File: config.mk
export PLATFORM = sky130hd
export DESIGN_NAME = lvl_irq_ctrl
export DESIGN_NICKNAME = d
export VERILOG_FILES = /design/src/rtl/lpic_pkg.sv /design/src/rtl/lpic_regs.sv /design/src/rtl/lpic_arb.sv /design/src/rtl/lvl_irq_ctrl.sv
export SDC_FILE = /design/constraint.sdc
export NUM_CORES = 1
export LEC_CHECK = 0
export ABC_AREA = 1
export BUFFER_PORTS_ARGS = -buffer_cell sky130_fd_sc_hd__buf_2
export CORE_ASPECT_RATIO = 0.9
export CORE_MARGIN = 3
export CORE_UTILIZATION = 58
export DETAILED_ROUTE_END_ITERATION = 16
export PLACE_DENSITY = 0.8
export SYNTH_ARGS = -nofsm -noshare
export SYNTH_HDL_FRONTEND = slang
export SYNTH_SLANG_ARGS = --single-unit
File: constraint.sdc
create_clock -name clk -period 74.4 [get_ports clk]
set_input_delay 7.44 -clock clk [delete_from_list [all_inputs] [get_ports clk]]
set_output_delay 7.44 -clock clk [all_outputs]
set_load 0.1 [all_outputs]
File: src/rtl/lpic_pkg.sv
`timescale 1ns/1ps
package lpic_pkg;
  localparam int unsigned ADDR_W    = 8;
  localparam int unsigned DATA_W    = 32;
  localparam logic [ADDR_W-1:0] ADR_CTRL = 8'h00;
  localparam logic [ADDR_W-1:0] ADR_LVL0 = 8'h10;
  localparam logic [ADDR_W-1:0] ADR_THR  = 8'h40;
  localparam logic [ADDR_W-1:0] ADR_STAT = 8'hA0;
  localparam int unsigned FIELD_STRIDE = 8;   // odd neighbour field offset
  localparam int unsigned HALF_OFS     = 16;  // upper-half source field offset
  localparam int unsigned NONE_BIT     = 16;  // none-pending flag in status
endpackage

File: src/rtl/lpic_regs.sv
`timescale 1ns/1ps
module lpic_regs
  import lpic_pkg::*;
#(
  parameter int unsigned NUM_SRC = 32,
  parameter int unsigned LVL_W   = 3
) (
  input  logic                     clk,
  input  logic                     rst_n,
  input  logic [ADDR_W-1:0]        addr,
  input  logic                     we,
  input  logic [DATA_W-1:0]        wdata,
  output logic                     en_o,
  output logic [LVL_W-1:0]         thr_o,
  output logic [NUM_SRC*LVL_W-1:0] lvl_o
);
  localparam int unsigned HALF = NUM_SRC / 2;

  logic en_q, en_d, en_ld;
  logic [LVL_W-1:0] thr_q, thr_d;
  logic thr_ld;

  logic unused_wdata;
  assign unused_wdata = ^wdata;

  always_comb begin
    en_ld  = we && (addr == ADR_CTRL);
    en_d   = wdata[0];
    thr_ld = we && (addr == ADR_THR);
    thr_d  = wdata[LVL_W-1:0];
  end

  always_ff @(posedge clk or negedge rst_n) begin
    if (!rst_n) begin
      en_q  <= 1'b0;
      thr_q <= '0;
    end else begin
      if (en_ld)  en_q  <= en_d;
      if (thr_ld) thr_q <= thr_d;
    end
  end

  for (genvar s = 0; s < NUM_SRC; s++) begin : g_src
    localparam int unsigned REG_IX = (s % HALF) / 2;
    localparam int unsigned POS    = ((s >= HALF) ? HALF_OFS : 0)
                                   + ((s % 2 == 1) ? FIELD_STRIDE : 0);
    localparam logic [ADDR_W-1:0] MY_ADR = ADR_LVL0 + ADDR_W'(4 * REG_IX);
    logic             ld;
    logic [LVL_W-1:0] d, q;

    always_comb begin
      ld = we && (addr == MY_ADR);
      d  = wdata[POS +: LVL_W];
    end

    always_ff @(posedge clk or negedge rst_n) begin
      if (!rst_n)  q <= '0;
      else if (ld) q <= d;
    end

    assign lvl_o[s*LVL_W +: LVL_W] = q;
  end

  assign en_o  = en_q;
  assign thr_o = thr_q;
endmodule

File: src/rtl/lpic_arb.sv
`timescale 1ns/1ps
module lpic_arb #(
  parameter int unsigned NUM_SRC = 32,
  parameter int unsigned LVL_W   = 3,
  localparam int unsigned ID_W   = $clog2(NUM_SRC)
) (
  input  logic [NUM_SRC-1:0]       src,
  input  logic [NUM_SRC*LVL_W-1:0] lvl,
  input  logic [LVL_W-1:0]         thr,
  output logic                     any_o,
  output logic [ID_W-1:0]          id_o
);
  logic [LVL_W-1:0] best;

  // Start from the threshold: only strictly higher levels can win, and the
  // strict compare keeps the lowest index on a tie.
  always_comb begin
    best  = thr;
    any_o = 1'b0;
    id_o  = '0;
    for (int s = 0; s < NUM_SRC; s++) begin
      if (src[s] && (lvl[s*LVL_W +: LVL_W] > best)) begin
        best  = lvl[s*LVL_W +: LVL_W];
        any_o = 1'b1;
        id_o  = ID_W'(s);
      end
    end
  end
endmodule

File: src/rtl/lvl_irq_ctrl.sv
`timescale 1ns/1ps
module lvl_irq_ctrl
  import lpic_pkg::*;
#(
  parameter int unsigned NUM_SRC = 32,
  parameter int unsigned LVL_W   = 3
) (
  input  logic        clk,
  input  logic        rst_n,
  input  logic [7:0]  bus_addr,
  input  logic        bus_we,
  input  logic [31:0] bus_wdata,
  output logic [31:0] bus_rdata,
  input  logic [31:0] src_in,
  output logic        irq_out
);
  localparam int unsigned ID_W  = $clog2(NUM_SRC);
  localparam int unsigned HALF  = NUM_SRC / 2;
  localparam int unsigned N_LREG = NUM_SRC / 4;

  logic                     ctl_en;
  logic [LVL_W-1:0]         ctl_thr;
  logic [NUM_SRC*LVL_W-1:0] lvl_flat;
  logic                     arb_any;
  logic [ID_W-1:0]          arb_id;

  logic            irq_q, irq_d;
  logic            stat_none_q, stat_none_d;
  logic [ID_W-1:0] stat_id_q, stat_id_d;

  lpic_regs #(.NUM_SRC(NUM_SRC), .LVL_W(LVL_W)) u_regs (
    .clk(clk), .rst_n(rst_n), .addr(bus_addr), .we(bus_we),
    .wdata(bus_wdata), .en_o(ctl_en), .thr_o(ctl_thr), .lvl_o(lvl_flat)
  );

  lpic_arb #(.NUM_SRC(NUM_SRC), .LVL_W(LVL_W)) u_arb (
    .src(src_in[NUM_SRC-1:0]), .lvl(lvl_flat), .thr(ctl_thr),
    .any_o(arb_any), .id_o(arb_id)
  );

  always_comb begin
    irq_d       = ctl_en && arb_any;
    stat_none_d = !arb_any;
    stat_id_d   = arb_id;
  end

  always_ff @(posedge clk or negedge rst_n) begin
    if (!rst_n) begin
      irq_q       <= 1'b0;
      stat_none_q <= 1'b1;
      stat_id_q   <= '0;
    end else begin
      irq_q       <= irq_d;
      stat_none_q <= stat_none_d;
      stat_id_q   <= stat_id_d;
    end
  end

  assign irq_out = irq_q;

  // Read path: combinational decode of the byte address.
  always_comb begin
    bus_rdata = '0;
    if (bus_addr == ADR_CTRL) begin
      bus_rdata[0] = ctl_en;
    end else if (bus_addr == ADR_THR) begin
      bus_rdata[LVL_W-1:0] = ctl_thr;
    end else if (bus_addr == ADR_STAT) begin
      bus_rdata[ID_W-1:0] = stat_id_q;
      bus_rdata[NONE_BIT] = stat_none_q;
    end else begin
      for (int s = 0; s < NUM_SRC; s++) begin
        if (bus_addr == ADR_LVL0 + 8'(4 * ((s % HALF) / 2))) begin
          bus_rdata[((s >= HALF) ? HALF_OFS : 0) + ((s % 2 == 1) ? FIELD_STRIDE : 0) +: LVL_W]
            = lvl_flat[s*LVL_W +: LVL_W];
        end
      end
    end
  end

  logic unused_nlreg;
  assign unused_nlreg = (N_LREG == 0);
endmodule

Word level (Yosys, flattened, before mapping)
Cells that the tools add are included.

Muxes and demuxes: 142. Reductions and logical operators: 45. Eq/ne operators: 10. $lt $le $gt $ge: 32.

Operators by type and width (count): 2-to-1 mux 3 bit (77); greater-than comparator 3 bit (32); 2-to-1 mux 5 bit (16); logical AND 1 bit (43); 2-to-1 mux 4 bit (9); 2-to-1 mux 1 bit (35); == test 8 x 5 -> 1 bit, second input constant (4); == test 8 x 6 -> 1 bit, second input constant (4); 2-to-1 mux 2 bit (5); == test 8 x 7 -> 1 bit, second input constant (1); == test 8 bit, second input constant (1); zero test 8 bit (1); zero test 1 bit (1).

Input bits: 75. Flip-flop bits (word level): 107. Word-level logic and storage cells: 266. Output and inout bits: 33.

Logic depth before layout (Yosys ltp)
Word-level depth: 97. Gate-level depth with buffers: 260. Mapped depth without buffers: 260.

Modules after synthesis
From an unflattened synthesis, not the netlist that was laid out.

Cells, all modules: 1396. Area, all modules: 9509.1 um^2.

Modules (own cells, without submodules): lpic_regs (times used 1, area each 4195.3 um^2, seq. area each 2502.4 um^2, cells an instance 479); lpic_arb (times used 1, area each 3896.2 um^2, seq. area each 0.0 um^2, cells an instance 669); lvl_irq_ctrl (times used 1, area each 1417.6 um^2, seq. area each 176.4 um^2, cells an instance 248).

Worst setup path before layout
No wires, ideal clock.

Path kind: input-to-reg. Start: input port src_in[0]. End: register irq_q, in the netlist irq_out. Slack: 33.655 ns. Cell stages on the path: 229. Data arrival time: 40.632 ns. Required time: 74.287 ns. Buffers on the path: 0. Setup time: 0.113 ns. Cell sequence: nand2_1 inv_2 nand2_4 nand2_1 o21ai_0 ha_1 nor2_1 or2_2 nand3_1 nand3_2 nand2_2 nand2_1 o21ai_0 ha_1 or2_2 o22ai_1 inv_1 nand2_2 (+193 left out) nor2_1 a211oi_1 nor2_1 inv_1 or2_2 nand2_1 ha_1 nand2_1 nor2_1 a211oi_1 nor2_1 nor4_1 nand2_1 or2_2 nor2_1 nand3_2 nand2_1 inv_1.

Cells in the longest elaborated chain, start to end: 96. Elaborated cells on any way between the ends: 127. Classes of those cells: 31 x order compare; 63 x mux; 33 x reduce/logical.

Ends and longest elaborated chain: start, declared (RTL line lvl_irq_ctrl.sv:14) `input logic [31:0] src_in,`; logical AND 1 bit (*) (RTL line lpic_arb.sv:22) `if (src[s] && (lvl[s*LVL_W +: LVL_W] > best)) begin`; 2-to-1 mux 3 bit (RTL line lpic_arb.sv:22); greater-than comparator 3 bit (RTL line lpic_arb.sv:22); logical AND 1 bit (RTL line lpic_arb.sv:22); 2-to-1 mux 3 bit (RTL line lpic_arb.sv:22); greater-than comparator 3 bit (RTL line lpic_arb.sv:22); logical AND 1 bit (RTL line lpic_arb.sv:22); 2-to-1 mux 3 bit (RTL line lpic_arb.sv:22); (+81 left out); greater-than comparator 3 bit (RTL line lpic_arb.sv:22); logical AND 1 bit (RTL line lpic_arb.sv:22); 2-to-1 mux 3 bit (RTL line lpic_arb.sv:22); greater-than comparator 3 bit (RTL line lpic_arb.sv:22); logical AND 1 bit (RTL line lpic_arb.sv:22); 2-to-1 mux 1 bit (*) (RTL line lpic_arb.sv:22); logical AND 1 bit (*) (RTL line lvl_irq_ctrl.sv:42) `irq_d = ctl_en && arb_any;`; net irq_d (RTL line lvl_irq_ctrl.sv:27) `logic irq_q, irq_d;`; end signal, assigned (RTL line lvl_irq_ctrl.sv:53) `irq_q <= irq_d;`; end, declared (RTL line lvl_irq_ctrl.sv:27).

Mark *: on every way through the listed nets, which the timed path passes. The rest lies on a longest branch. A chain may end at the register's enable or synchronous reset.

Final worst setup path
Ends and elaborated chain as after synthesis.

==> out/qor_table.md <==
| Group | Parameter | Reported |
|---|---|---|
| run status | Run status | finished clean |
| drt | DRC violation total after the first TritonRoute iteration | 720 |
| critical path | Top fanout value on the critical path | 7 |
| timing | Transition time at the pin with the least slew margin | 0.8909 ns |
| floorplan | Die outline area | 16510 um2 |
| critical path | Crit-path slowest cell | sky130_fd_sc_hd__a211oi_1 |
| global route | Overall Global Routing Usage | 28.99% |
| critical path | Crit path capture type | flip-flop |
| drt | Post-Route WL | 23.61 mm |
| place | Setup Slack @ Placement | 30.43 ns |
| floorplan | I/O pin count | 108 |
| final layout | Ant. Diodes | 0 |
| timing | Setup repair after global routing missed its margin | no |
| clocking | CTS clk-pin slew, worst paths | 0.07 ns |
| clocking | Total number of H-tree levels | 3 |
| critical path | Launching point of the worst reg2reg path | u_regs.thr_o[2] |
| place | Inst Count DP | 1455 |
| yosys | Average size of a mapped cell | 7.161 um2 |
| clocking | Hold buffer count at CTS | 0 |
| drt | Total iterations of the first detailed-routing run | 5 |
| yosys | Part of the Yosys area used for sequential elements | 30.79% |
| timing | Count of endpoints failing hold in the final timing report | 0 |
| critical path | Worst setup slack for register-to-register paths | 36.73 ns |
| yosys | Register bit total from synthesis | 107 |
| yosys | Most common library cells after synthesis | sky130_fd_sc_hd__nand2_1 (304), sky130_fd_sc_hd__inv_1 (178), sky130_fd_sc_hd__o21ai_0 (118) |
| clocking | Post-CTS Setup Bufs | 0 |
| clocking | Number of cells upsized or downsized after cts | 0 |
| drt | Met2 wirelength from detailed routing | 10.75 mm |
| yosys | Syn Std Cell Area | 8701 um2 |
| clocking | CTS Buffer Depth | 2 |
| min path | Cell depth of the worst hold path | 2 |
| timing | Final setup violation count | 0 |
| global route | Initial antenna violation count | 0 |
| place | Post-detailed-placement half-perimeter wirelength | 18.01 mm |
| final layout | P&R area growth vs syn | 8.585% |
| yosys | Synthesized instance count | 1215 |
| global route | Largest net degree at the start of global routing | 62 |
| place | Weighted congestion at the end of routability-driven global placement | 0.9299 |
| timing | Crit path time final | 43.88 ns |
| critical path | Req. time, crit path | 74.66 ns |
| yosys | Largest cells by area after synthesis | sky130_fd_sc_hd__dfrtp_1 (30%), sky130_fd_sc_hd__nand2_1 (13%), sky130_fd_sc_hd__inv_1 (7.7%), sky130_fd_sc_hd__o21ai_0 (6.8%), sky130_fd_sc_hd__ha_1 (5.5%) |
| critical path | Critical path start-end classification | in2reg |
| critical path | Launching element type of the critical path | primary input |
| drt | Met1 layer wirelength in the final routing | 10.65 mm |
| timing | Number of slew-limit violations in the final report | 0 |
| yosys | Async set-or-reset flop fraction in the synthesized netlist | 100.0% |
| critical path | Data arrival time of the worst path | 44.14 ns |
| drt | Drt via density | 5.623 |
| drt | DR DRC count | 0 |
| timing | Final worst-path setup slack | 30.52 ns |
| timing | Share of the clock period used by the worst path | 58.98% |
| critical path | Worst setup path startpoint | src_in[0] |
| drt | Met3 wire length | 1.731 mm |
| global route | Global-route congestion overflow total | 0 |
| global route | First-pass GRT wire length | 37.78 mm |
| final layout | Non-Filler Instances | 1471 |
| final layout | Layout cell share with drive strength beyond 1 | 20.11% |
| timing | Fmax achieved | 22.79 MHz |
| clocking | Clock tree from TritonCTS | done |
| floorplan | Number of core rows | 41 |
| timing | Setup TNS Final | 0 ns |
| floorplan | Height of the chip | 122.2 um |
| clocking | Clock Latency Late Sink | 0.37 ns |
| yosys | Count of flip-flops with a built-in enable after synthesis | 0 |
| yosys | Post-synth top area cell | sky130_fd_sc_hd__dfrtp_1 |
| drt | Count of vias placed by the detailed router | 8272 |
| timing | Slew headroom | 40.39% |
| drt | Top routing layer used | met4 |
| drt | Post-DRT Antenna Nets | 0 |
| final layout | Layout fillers | 1284 |
| drt | DR WL/cell | 16.05 um |
| yosys | Number of unique standard cell types used by synthesis | 39 |
| critical path | Cell depth of the worst flop-to-flop path | 231 |
| final layout | Final Net Count | 1386 |
| yosys | Proportion of netlist area held by the largest area contributor | 30.49% |
| critical path | Worst r2r dst | irq_out |
| place | Port Buffer Count | 69 |
| critical path | CP Capture Point | irq_out |
| yosys | Most used flip-flop cell after synthesis | sky130_fd_sc_hd__dfrtp_1 |
| min path | Kind of path behind the tightest hold check | reg2reg |
| clocking | Buffer cell driving the clock tree root | sky130_fd_sc_hd__clkbuf_16 |
| critical path | Worst path max stage delay | 0.32 ns |
| global route | Vias in the first global route | 7416 |
| yosys | Dominant cell by count in the synthesized netlist | sky130_fd_sc_hd__nand2_1 |
| job | Number of maximum-capacitance violations | 0 |
| floorplan | Die width | 135.1 um |
| timing | Worst-case clock skew | 0.01484 ns |
| final layout | Post-route core utilization | 65.78% |
| clocking | Number of buffers inserted during clock tree synthesis | 9 |
| yosys | Count of synthesis-stage warnings from yosys | 0 |
| floorplan | Core region area | 14360 um2 |
| clocking | Sinks on Clock Net | 107 |
| floorplan | Effective utilization at floorplan | 60.57% |
critical path: cells and delay by family:
kind,cells,cell delay [ns]
buffers and inverters,5,0.49
AO/OA/AOI/OAI,57,8.04
adder cells (fa/ha/maj),31,8.19
AND/OR/NAND/NOR,136,19.90
through the flow:
step | area (um2) | hold WS, ns
finish | 9448 | 0.4966
global route | 9448 | 0.5177
CTS | 9448 | 0.4928
detailed placement | 9144 | 0.4744
global placement | 9144 | 0.4673
floorplan | 8765 | 0.4494
logic make-up (layout without fill, tap and decap cells):
logic type | Yosys count | after routing | synth area share, %
other cells | 1 | 18 | 0.04310
fa+ha+maj | 38 | 38 | 5.465
buf+inv | 221 | 267 | 10.31
simple gates | 589 | 589 | 35.92
compound gates | 259 | 259 | 17.47
flops | 107 | 107 | 30.79
layout make-up:
class	count	area (um2)	area share [%]
Multi-Input combinational cell	904	5189	54.92
Sequential cell	107	2679	28.35
Inverter	181	679.4	7.191
Timing Repair Buffer	70	355.3	3.761
Clock buffer	11	242.7	2.569
Tap cell	193	241.5	2.556
Clock inverter	5	61.31	0.6489
worst min path at each step:
stage	startpoint	end	slack, ns
finish	u_regs.g_src[0].q[0]	u_regs.g_src[0].q[0]	0.50
detailed placement	u_regs.g_src[0].q[0]	u_regs.g_src[0].q[0]	0.47
CTS	u_regs.g_src[0].q[0]	u_regs.g_src[0].q[0]	0.49
floorplan	u_regs.en_o	irq_out	0.45
global placement	u_regs.g_src[27].q[0]	u_regs.g_src[27].q[0]	0.47
global route	u_regs.g_src[0].q[0]	u_regs.g_src[0].q[0]	0.52
flip-flops by register name (all words and copies together) (netlist names):
signal          cells
u_regs.g_src.q     96
irq_out             1
u_regs.en_o         1
u_regs.thr_o        3
stat_id_q           5
stat_none_q         1
cell usage in the layout (no fill, tap or decap), types with 3 or more instances in the layout:
master	count
sky130_fd_sc_hd__nor3_1	7
sky130_fd_sc_hd__o21a_1	25
sky130_fd_sc_hd__o22ai_1	10
sky130_fd_sc_hd__or2_2	45
sky130_fd_sc_hd__o2111ai_1	7
sky130_fd_sc_hd__o21ai_0	118
sky130_fd_sc_hd__conb_1	18
sky130_fd_sc_hd__a221oi_1	5
sky130_fd_sc_hd__buf_2	68
sky130_fd_sc_hd__o211ai_1	3
sky130_fd_sc_hd__nand3_2	38
sky130_fd_sc_hd__a21boi_0	13
sky130_fd_sc_hd__nor2_1	55
sky130_fd_sc_hd__a211oi_1	3
sky130_fd_sc_hd__dfrtp_1	106
sky130_fd_sc_hd__inv_1	178
sky130_fd_sc_hd__nand2_2	61
sky130_fd_sc_hd__clkbuf_16	9
sky130_fd_sc_hd__nand3_1	22
sky130_fd_sc_hd__ha_1	38
sky130_fd_sc_hd__nand3_4	20
sky130_fd_sc_hd__nand4_1	30
sky130_fd_sc_hd__nand2_1	304
sky130_fd_sc_hd__a21oi_1	60
sky130_fd_sc_hd__o221ai_1	7
metal layers:
metal / vias to the layer above / track usage, %
met4: 0 / 7.116
met1: 3791 / 41.34
met3: 42 / 4.913
li1: 4084 / -
met5: - / 0
met2: 355 / 46.24
Power is not shown: default switching activity piles up to over one toggle a cycle in this logic, so the estimate is an artifact.
